### src/rtl/ptpc_pkg.sv
package ptpc_pkg;

  localparam int unsigned REG_W  = 32;
  localparam int unsigned NS_W   = 64;
  localparam int unsigned FR_W   = 32;
  localparam int unsigned INC_W  = 64;
  localparam int unsigned MULT_W = 5;
  localparam int unsigned ACC_W  = NS_W + FR_W;
  localparam int unsigned ADDR_W = 3;

  typedef enum logic [ADDR_W-1:0] {
    RA_CTRL = 3'd0,
    RA_TLO  = 3'd1,
    RA_THI  = 3'd2,
    RA_ILO  = 3'd3,
    RA_IHI  = 3'd4
  } reg_addr_e;

  typedef enum logic [1:0] {
    SPD_TOP = 2'd0,
    SPD_MID = 2'd1,
    SPD_LOW = 2'd2,
    SPD_OFF = 2'd3
  } speed_e;

  // Speed code to increment multiplier
  function automatic logic [MULT_W-1:0] speed_mult(input logic [1:0] code);
    case (speed_e'(code))
      SPD_TOP: speed_mult = MULT_W'(1);
      SPD_MID: speed_mult = MULT_W'(2);
      SPD_LOW: speed_mult = MULT_W'(20);
      default: speed_mult = '0;
    endcase
  endfunction

  // One accumulation step of {ns, frac} by a 32.32 increment
  function automatic logic [ACC_W-1:0] accum(input logic [ACC_W-1:0] acc,
                                             input logic [INC_W-1:0] inc);
    accum = acc + {{(ACC_W-INC_W){1'b0}}, inc};
  endfunction

endpackage

### src/rtl/ptpc_regs.sv
module ptpc_regs
  import ptpc_pkg::*;
#(
  parameter logic [INC_W-1:0] BASE_INC = 64'h0000_0001_9999_9999
) (
  input  logic              clk,
  input  logic              rst_n,
  input  logic              we,
  input  logic              re,
  input  logic [ADDR_W-1:0] addr,
  input  logic [REG_W-1:0]  wdata,
  input  logic [NS_W-1:0]   cur_ns,
  output logic [REG_W-1:0]  rdata,
  output logic              count_en,
  output logic [INC_W-1:0]  inc_base,
  output logic              time_load,
  output logic [NS_W-1:0]   load_val
);

  localparam int unsigned HI_LSB = NS_W - REG_W;

  logic [REG_W-1:0] time_stage;
  logic [REG_W-1:0] inc_stage;
  logic [REG_W-1:0] snap_hi;

  // Commit events, named for the checks
  logic wr_tlo, wr_ilo, wr_ihi, rd_tlo;
  assign wr_tlo    = we && (reg_addr_e'(addr) == RA_TLO);
  assign wr_ilo    = we && (reg_addr_e'(addr) == RA_ILO);
  assign wr_ihi    = we && (reg_addr_e'(addr) == RA_IHI);
  assign rd_tlo    = re && (reg_addr_e'(addr) == RA_TLO);
  assign time_load = we && (reg_addr_e'(addr) == RA_THI);
  assign load_val  = {wdata, time_stage};

  always_ff @(posedge clk) begin
    if (!rst_n) begin
      count_en   <= 1'b0;
      inc_base   <= BASE_INC;
      time_stage <= '0;
      inc_stage  <= '0;
      snap_hi    <= '0;
      rdata      <= '0;
    end else begin
      if (we) begin
        case (reg_addr_e'(addr))
          RA_CTRL: count_en   <= wdata[0];
          RA_TLO:  time_stage <= wdata;
          RA_ILO:  inc_stage  <= wdata;
          RA_IHI:  inc_base   <= {wdata, inc_stage};
          default: ;
        endcase
      end
      if (re) begin
        case (reg_addr_e'(addr))
          RA_CTRL: rdata <= {{(REG_W-1){1'b0}}, count_en};
          RA_TLO: begin
            rdata   <= cur_ns[REG_W-1:0];
            snap_hi <= cur_ns[NS_W-1:HI_LSB];
          end
          RA_THI:  rdata <= snap_hi;
          RA_ILO:  rdata <= inc_base[REG_W-1:0];
          RA_IHI:  rdata <= inc_base[INC_W-1:REG_W];
          default: rdata <= '0;
        endcase
      end
    end
  end

  a_r9_snapshot: assert property (@(posedge clk) disable iff (!rst_n)
    rd_tlo |=> snap_hi == $past(cur_ns[NS_W-1:HI_LSB]));

  a_r8_inc_staged: assert property (@(posedge clk) disable iff (!rst_n)
    (wr_ilo && !wr_ihi) |=> $stable(inc_base));

  a_r8_inc_commit: assert property (@(posedge clk) disable iff (!rst_n)
    wr_ihi |=> inc_base[INC_W-1:REG_W] == $past(wdata));

  a_r7_no_load_on_low: assert property (@(posedge clk) disable iff (!rst_n)
    wr_tlo |-> !time_load);

endmodule

### src/rtl/ptpc_rate.sv
module ptpc_rate
  import ptpc_pkg::*;
(
  input  logic             clk,
  input  logic             rst_n,
  input  logic             tick,
  input  logic             count_en,
  input  logic [1:0]       speed_code,
  input  logic [INC_W-1:0] inc_base,
  output logic [INC_W-1:0] eff_inc,
  output logic             advance
);

  logic [MULT_W-1:0] mult;

  assign mult    = speed_mult(speed_code);
  assign eff_inc = inc_base * {{(INC_W-MULT_W){1'b0}}, mult};
  assign advance = tick && count_en && (mult != '0);

  a_r5_stop: assert property (@(posedge clk) disable iff (!rst_n)
    (speed_e'(speed_code) == SPD_OFF) |-> !advance);

  a_r4_double: assert property (@(posedge clk) disable iff (!rst_n)
    (speed_e'(speed_code) == SPD_MID) |-> eff_inc == (inc_base << 1));

  a_r4_twenty: assert property (@(posedge clk) disable iff (!rst_n)
    (speed_e'(speed_code) == SPD_LOW) |-> eff_inc == ((inc_base << 4) + (inc_base << 2)));

  a_r6_gate: assert property (@(posedge clk) disable iff (!rst_n)
    (!tick || !count_en) |-> !advance);

endmodule

### src/rtl/ptpc_counter.sv
module ptpc_counter
  import ptpc_pkg::*;
(
  input  logic             clk,
  input  logic             rst_n,
  input  logic             advance,
  input  logic [INC_W-1:0] eff_inc,
  input  logic             load,
  input  logic [NS_W-1:0]  load_val,
  output logic [NS_W-1:0]  ns
);

  logic [ACC_W-1:0] acc;
  logic [FR_W-1:0]  frac;

  assign ns   = acc[ACC_W-1:FR_W];
  assign frac = acc[FR_W-1:0];

  always_ff @(posedge clk) begin
    if (!rst_n)       acc <= '0;
    else if (load)    acc <= {load_val, {FR_W{1'b0}}};
    else if (advance) acc <= accum(acc, eff_inc);
  end

  a_r6_hold: assert property (@(posedge clk) disable iff (!rst_n)
    (!load && !advance) |=> ($stable(ns) && $stable(frac)));

  a_r7_load: assert property (@(posedge clk) disable iff (!rst_n)
    load |=> (ns == $past(load_val) && frac == '0));

  a_r3_step: assert property (@(posedge clk) disable iff (!rst_n)
    (advance && !load && eff_inc[INC_W-1:FR_W] != '0 && ns < 64'hFFFF_0000_0000_0000) |=> ns > $past(ns));

endmodule

### src/rtl/ns_tod_clock.sv
module ns_tod_clock
  import ptpc_pkg::*;
#(
  parameter logic [63:0] BASE_INC = 64'h0000_0001_9999_9999
) (
  input  logic        clk,
  input  logic        rst_n,
  input  logic        tick,
  input  logic [1:0]  speed_code,
  input  logic        reg_we,
  input  logic        reg_re,
  input  logic [2:0]  reg_addr,
  input  logic [31:0] reg_wdata,
  output logic [31:0] reg_rdata,
  output logic [63:0] time_ns
);

  logic             count_en;
  logic [INC_W-1:0] inc_base;
  logic [INC_W-1:0] eff_inc;
  logic             advance;
  logic             time_load;
  logic [NS_W-1:0]  load_val;

  ptpc_regs #(.BASE_INC(BASE_INC)) u_regs (
    .clk       (clk),
    .rst_n     (rst_n),
    .we        (reg_we),
    .re        (reg_re),
    .addr      (reg_addr),
    .wdata     (reg_wdata),
    .cur_ns    (time_ns),
    .rdata     (reg_rdata),
    .count_en  (count_en),
    .inc_base  (inc_base),
    .time_load (time_load),
    .load_val  (load_val)
  );

  ptpc_rate u_rate (
    .clk        (clk),
    .rst_n      (rst_n),
    .tick       (tick),
    .count_en   (count_en),
    .speed_code (speed_code),
    .inc_base   (inc_base),
    .eff_inc    (eff_inc),
    .advance    (advance)
  );

  ptpc_counter u_cnt (
    .clk      (clk),
    .rst_n    (rst_n),
    .advance  (advance),
    .eff_inc  (eff_inc),
    .load     (time_load),
    .load_val (load_val),
    .ns       (time_ns)
  );

  a_r1_reset_inc: assert property (@(posedge clk)
    !rst_n |=> inc_base == BASE_INC && !count_en && time_ns == '0);

endmodule

### config.mk
export PLATFORM = sky130hd
export DESIGN_NAME = ns_tod_clock
export DESIGN_NICKNAME = d
export VERILOG_FILES = /design/src/rtl/ptpc_pkg.sv /design/src/rtl/ptpc_regs.sv /design/src/rtl/ptpc_rate.sv /design/src/rtl/ptpc_counter.sv /design/src/rtl/ns_tod_clock.sv
export SDC_FILE = /design/constraint.sdc
export NUM_CORES = 1
export LEC_CHECK = 0
export BUFFER_PORTS_ARGS = -buffer_cell sky130_fd_sc_hd__buf_4
export CORE_MARGIN = 5
export CORE_UTILIZATION = 35
export CTS_CLUSTER_SIZE = 14
export DETAILED_ROUTE_END_ITERATION = 10
export GPL_ROUTABILITY_DRIVEN = 0
export PLACE_DENSITY_LB_ADDON = 0.08
export SLEW_MARGIN = 5
export SYNTH_ARGS = -nofsm -noshare
export SYNTH_HDL_FRONTEND = slang
export SYNTH_SLANG_ARGS = --single-unit
### constraint.sdc
create_clock -name clk -period 10.11 [get_ports clk]
set_input_delay 2.022 -clock clk [delete_from_list [all_inputs] [get_ports clk]]
set_output_delay 2.022 -clock clk [all_outputs]
set_load 0.005 [all_outputs]
== Word level (Yosys, flattened, before mapping) ==
Index checks and enable logic that the tools add are counted.
Storage, ports and cells
  register bits after elaboration: 289
  logic and storage cells: 34
Cells by class
  multipliers: 1
  $add $sub $neg: 1
  equal/unequal tests: 6
  bitwise gates (word level): 1
  reductions and logical operators: 13
  mux-type cells: 4
Operators by type and width (number)
  two-way mux 96 bit: 2
  case mux 32 bit (5 select lines): 1
  adder 96 x 64 -> 96 bit: 1
  multiplier 64 x 5 -> 64 bit: 1
  case mux 5 bit (3 select lines): 1
  AND reduction 2 bit: 5
  equality test 3 x 2 -> 1 bit (second input constant): 2
  nonzero test 5 bit: 1
  equality test 3 x 1 -> 1 bit (second input constant): 1
  equality test 3 bit (second input constant): 1
  logical AND 1 bit: 3
  logical NOT 3 bit: 1
  equality test 2 x 1 -> 1 bit (second input constant): 1
  equality test 2 bit (second input constant): 1
  logical NOT 2 bit: 1
  nonzero test 2 bit: 1
  OR reduction 2 bit: 1
  inverter 1 bit: 1

== Logic depth before layout (Yosys ltp) ==
  depth in word-level cells: 6
  depth in mapped cells: 34
  mapped depth without buffers: 29

== Modules after synthesis ==
Synthesis repeated with hierarchy kept, for this count alone.
Second synthesis, totals
  cells, all modules: 3362
  area total of the unflattened synthesis: 26380.3 µm²
Modules (own cells, without submodules)
  ptpc_rate: cells each 1202, seq. area each 0.0 µm², area each 9061.2 µm², times used 1
  ptpc_regs: cells each 1008, seq. area each 3863.7 µm², area each 8669.6 µm², times used 1
  ptpc_counter: cells each 1152, seq. area each 1921.8 µm², area each 8649.5 µm², times used 1

== Worst setup path after synthesis ==
No wires, ideal clock.
  kind: input to register
  start: input speed_code[1]
  end: register u_cnt.acc[93]
  buffers on the path: 1
  cell stages on the path: 30
  data arrival time: 9.027 ns
  setup time: 0.132 ns
  slack: 0.951 ns
  required time: 9.978 ns
  cell sequence: nor2b_1 > clkbuf_1 > and2_1 > ha_1 > inv_1 > fa_1 > fa_1 > inv_1 > ha_1 > o211ai_1 > a21o_1 > and3_1 > o41a_1 > o21ai_1 > a31oi_1 > o41a_1 > o21ai_1 > a311oi_1 > xnor2_1 > ha_1 > nand4_1 > nor4_1 > nand2_1 > a211oi_1 > o31ai_2 > a2111oi_4 > o221ai_2 > nor4_4 > xnor2_1 > a21oi_1
Between the ends
  longest elaborated chain between the ends: 6
  elaborated cells on any way between the ends: 11
RTL lines
  from (decl): RTL line ns_tod_clock.sv:9  | input logic [1:0] speed_code,
  equality test 2 bit, or another cell as far along: RTL line ptpc_pkg.sv:28  | case (speed_e'(code))
  case mux 5 bit (3 select lines) *: RTL line ptpc_pkg.sv:28
  multiplier 64 x 5 -> 64 bit: RTL line ptpc_rate.sv:17  | assign eff_inc = inc_base * {{(INC_W-MULT_W){1'b0}}, mult};
  adder 96 x 64 -> 96 bit: RTL line ptpc_pkg.sv:39  | accum = acc + {{(ACC_W-INC_W){1'b0}}, inc};
  two-way mux 96 bit: RTL line ptpc_counter.sv:22  | else if (advance) acc <= accum(acc, eff_inc);
  two-way mux 96 bit: RTL line ptpc_counter.sv:21  | else if (load) acc <= {load_val, {FR_W{1'b0}}};
  to (signal assigned): RTL line ptpc_counter.sv:21
  to (signal assigned): RTL line ptpc_counter.sv:22
  to (decl): RTL line ptpc_counter.sv:13  | logic [ACC_W-1:0] acc;
Mark *: on every way between the ends. The rest lies on a longest branch, timed or not. The select of a mux whose other input is x is not followed.
A chain may end at the register's enable or synchronous reset.

== Worst setup path in the final report ==
  start: input speed_code[1]
  end: register u_cnt.acc[87]
Same word-level chain as after synthesis.

==> flow_metrics.py <==
metrics = {
    "worst_setup_path": {
        "slowest_delay_ns": 0.62,
        "regToRegSetupSlack_ns": 1.79,
        "worstSetupPathType": "input pin to flop",
        "crit_path_end_kind": "flop",
        "worstPathArrival_ns": 10.09,
        "required_ns": 10.52,
        "r2r-end": "u_cnt.acc[87]",
        "critPathSlowestCell": "a2111oi_4",
        "crit_start": "speed_code[1]",
        "crit_top_cell": "buf_4",
        "r2r_cells": 28,
        "cp-start-kind": "input pin",
        "crit_fanout": 30,
        "r2r-start": "u_regs.inc_base[0]",
    },
    "global_routing": {
        "grt_pass1_vias": 22800,
        "grt_first_pass_wirelength_um": 147000,
        "grt_max_degree": 98,
        "grt_antenna_before_repair": 3,
        "grt_use_total_pct": 24.3,
        "overflow": 0,
    },
    "final_layout": {
        "final_cell_mix": "nand2_1, dfxtp_1, inv_1",
        "finalNonFillerCells": 4240,
        "layout.nets": 3597,
        "drive_above_1_share_pct": 8.39,
        "final_common_cell": "nand2_1",
        "syn2layout_area_growth_pct": 9.94,
    },
    "sta": {
        "finalHoldViolations": 0,
        "setup_viol": 0,
        "skew_ns": 0.0138,
        "drv_slew": 0,
        "min_period_over_period_pct": 95.7,
        "tightest_slew_ns": 1.21,
        "fin_setup_tns_ns": 0,
        "fmax_mhz": 103,
        "whs_ns": 0.459,
        "period_needed_ns": 9.67,
        "rsz0062_at_grt": "no",
        "slew_headroom_pct": 19.1,
    },
    "logic_synthesis": {
        "yosysTopAreaCell": "dfxtp_1",
        "synth-adder-area-share_pct": 17.8,
        "synth_compound_area_share_pct": 23.6,
        "ys.flop_type": "dfxtp_1",
        "synthMuxAreaShare_pct": 0.237,
        "syn_area_mm2": 0.0253,
        "async_flop_share_pct": 0,
        "synth_edf_count": 0,
        "synth_top_area_share_pct": 22.8,
        "synth_warnings": 0,
        "yosysSeqAreaShare_pct": 22.8,
        "ys_types": 79,
        "ys_seq_elements": 289,
        "netlist_instances": 3327,
        "synthXorXnorAreaFrac_pct": 6.08,
        "synth_top_family_by_area": "compound AO/OA/AOI/OAI gates",
        "synth_simple_gate_area_share_pct": 20.2,
        "synthTopCellsByArea": "dfxtp_1, fa_1, nand2_1, ha_1, a21oi_1",
        "synth.avg_cell_area_um2": 7.62,
        "synth_nets": 3658,
    },
    "cts": {
        "root_buffer": "clkbuf_16",
        "cts_buffers": 37,
        "cts_buffer_depth": 3,
        "cts_setup_buffers": 0,
        "clock_sinks": 289,
        "clock_latency_ns": 0.56,
        "cts_tree": "built",
        "clk_pin_slew_worst_paths_ns": 0.06,
        "cts_max_level": 2,
        "cts_hold_buf": 0,
    },
    "die": {
        "core_mm2": 0.0716,
        "initial_utilization_pct": 35.4,
        "die_w_um": 279,
        "ios": 138,
        "rows": 98,
        "die_area_mm2": 0.0779,
        "die_y_um": 279,
    },
    "routing": {
        "wire_per_inst_um": 23.0,
        "first_pass_iters": 6,
        "drtIter0Drc": 2177,
        "dr_wl_met2_um": 43100,
        "vias_per_cell": 5.47,
        "postRouteAntennaNets": 0,
        "wl_met3_um": 6040,
        "met1_length_um": 45100,
        "wl_um": 97500,
        "drc": 0,
        "routed.top_layer": "met4",
        "via_count": 23200,
    },
    "worst_hold_path": {
        "hold_path_class": "flop to flop",
        "min_path_cells": 2,
        "worst_hold_startpoint": "u_cnt.acc[4]",
        "min_to": "u_cnt.acc[4]",
    },
    "power_and_ir_drop": {
        "p_leak_nw": 12.2,
        "p_comb_share_pct": 17.1,
        "p_per_area_mw_per_mm2": 110,
        "seq_power_share_pct": 39.3,
        "switching_share_pct": 30.1,
        "p_int_mw": 2.14,
        "clkPwrFrac_pct": 43.6,
        "p_sw_mw": 0.922,
        "peakVddDrop_mv": 0.0834,
    },
    "placed_design": {
        "port_buffers": 137,
        "dpl.hpwl_um": 76200,
        "post-place-cells": 4177,
    },
    "flow_run": {
        "cap_violations": 0,
    },
    "run_status": {
        "outcome": "finished clean",
    },
}
## worst max-delay path: cells and delay by family
kind / cells / cell delay (ns)
AOI/OAI and AO/OA: 13 / 3.51
and+or+nand+nor: 7 / 1.64
buffers and inverters: 5 / 0.73
adders and majority gates: 4 / 1.84
xor gates and xnor gates: 2 / 0.33
## final cells by class
| cell class | count | area, µm² |
|---|---|---|
| flip-flops and latches | 289 | 5790 |
| well taps | 950 | 1190 |
| multi-input cells | 2479 | 17300 |
| clock buffers | 52 | 1050 |
| diodes | 1 | 2.50 |
| clock inverters | 10 | 133 |
| repair buffers | 185 | 1410 |
| fillers | 7658 | 43700 |
| inverters | 274 | 1030 |
## worst max path at each step
stage	endpoint	cells after the start	slack, ns
4_1_cts	u_cnt.acc[93]	31	0.50
3_3_place_gp	u_cnt.acc[83]	30	-0.02
6_report	u_cnt.acc[87]	31	0.44
5_1_grt	u_cnt.acc[87]	31	0.03
3_5_place_dp	u_cnt.acc[93]	31	-0.07
2_1_floorplan	u_cnt.acc[93]	30	0.95
## power groups by stage
stage                     combinational [mW]  clock (mW)  sequential, mW
final                                  0.523        1.34            1.21
after CTS                              0.521        1.37            1.20
after global routing                   0.576        1.41            1.21
after detailed placement               0.518           0            1.23
after global placement                 0.516           0            1.23
after floorplan                        0.358           0            1.20
## through the flow
step / worst slack, ns / cell area [µm²] / power [mW] / utilization [%]
4_1_cts: 0.498 / 27900 / 3.10 / 38.9
3_5_place_dp: -0.0651 / 26700 / 1.75 / 37.3
3_3_place_gp: -0.0208 / 26700 / 1.75 / 37.3
5_1_grt: 0.0349 / 27900 / 3.19 / 38.9
6_report: 0.437 / 27900 / 3.06 / 38.9
2_1_floorplan: 0.951 / 25300 / 1.56 / -
## flip-flops by register name, indices dropped and copies added, names as in the netlist
register / flops
u_regs.count_en: 1
u_regs.rdata: 32
u_regs.snap_hi: 32
u_regs.time_stage: 32
u_regs.inc_base: 64
u_cnt.acc: 96
u_regs.inc_stage: 32
## cell families after synthesis
| logic type | count (synthesis) |
|---|---|
| AO/OA/AOI/OAI | 910 |
| XOR/XNOR | 176 |
| adder cells (fa/ha/maj) | 289 |
| buffers and inverters | 559 |
| flip-flops | 289 |
| multiplexers | 6 |
| AND/OR/NAND/NOR | 1098 |
## synth_stat cells, types with 8 or more instances
| master | count |
|---|---|
| o21ai_0 | 117 |
| nor2b_1 | 43 |
| nand2b_1 | 8 |
| a22oi_1 | 63 |
| or3_1 | 18 |
| nor2_1 | 108 |
| buf_1 | 27 |
| nand3_1 | 56 |
| xnor2_1 | 132 |
| fa_1 | 120 |
| o21bai_1 | 30 |
| a211oi_1 | 22 |
| and2_1 | 111 |
| buf_4 | 64 |
| inv_1 | 274 |
| o21a_1 | 51 |
| and3_1 | 47 |
| o211ai_1 | 18 |
| a31oi_1 | 23 |
| a221oi_1 | 9 |
| clkbuf_1 | 185 |
| ha_1 | 169 |
| nand4_1 | 52 |
| nor3_1 | 29 |
| a21boi_0 | 149 |
| nor4_1 | 16 |
| a21oi_1 | 260 |
| nand2_1 | 578 |
| xor2_1 | 44 |
| a21o_1 | 110 |
| dfxtp_1 | 289 |
| buf_2 | 9 |
## per-layer routing
metal / track usage, % / vias up
li1: - / 11100
met2: 38.6 / 752
met3: 3.51 / 140
met4: 7.20 / 0
met5: 0 / -
met1: 34.3 / 11200
## repair_timing
item	CTS	global route
hold endpoints to repair	0	0
resized for setup	0	1
setup endpoints to repair	0	1
Power figures use the tool's default switching activity.
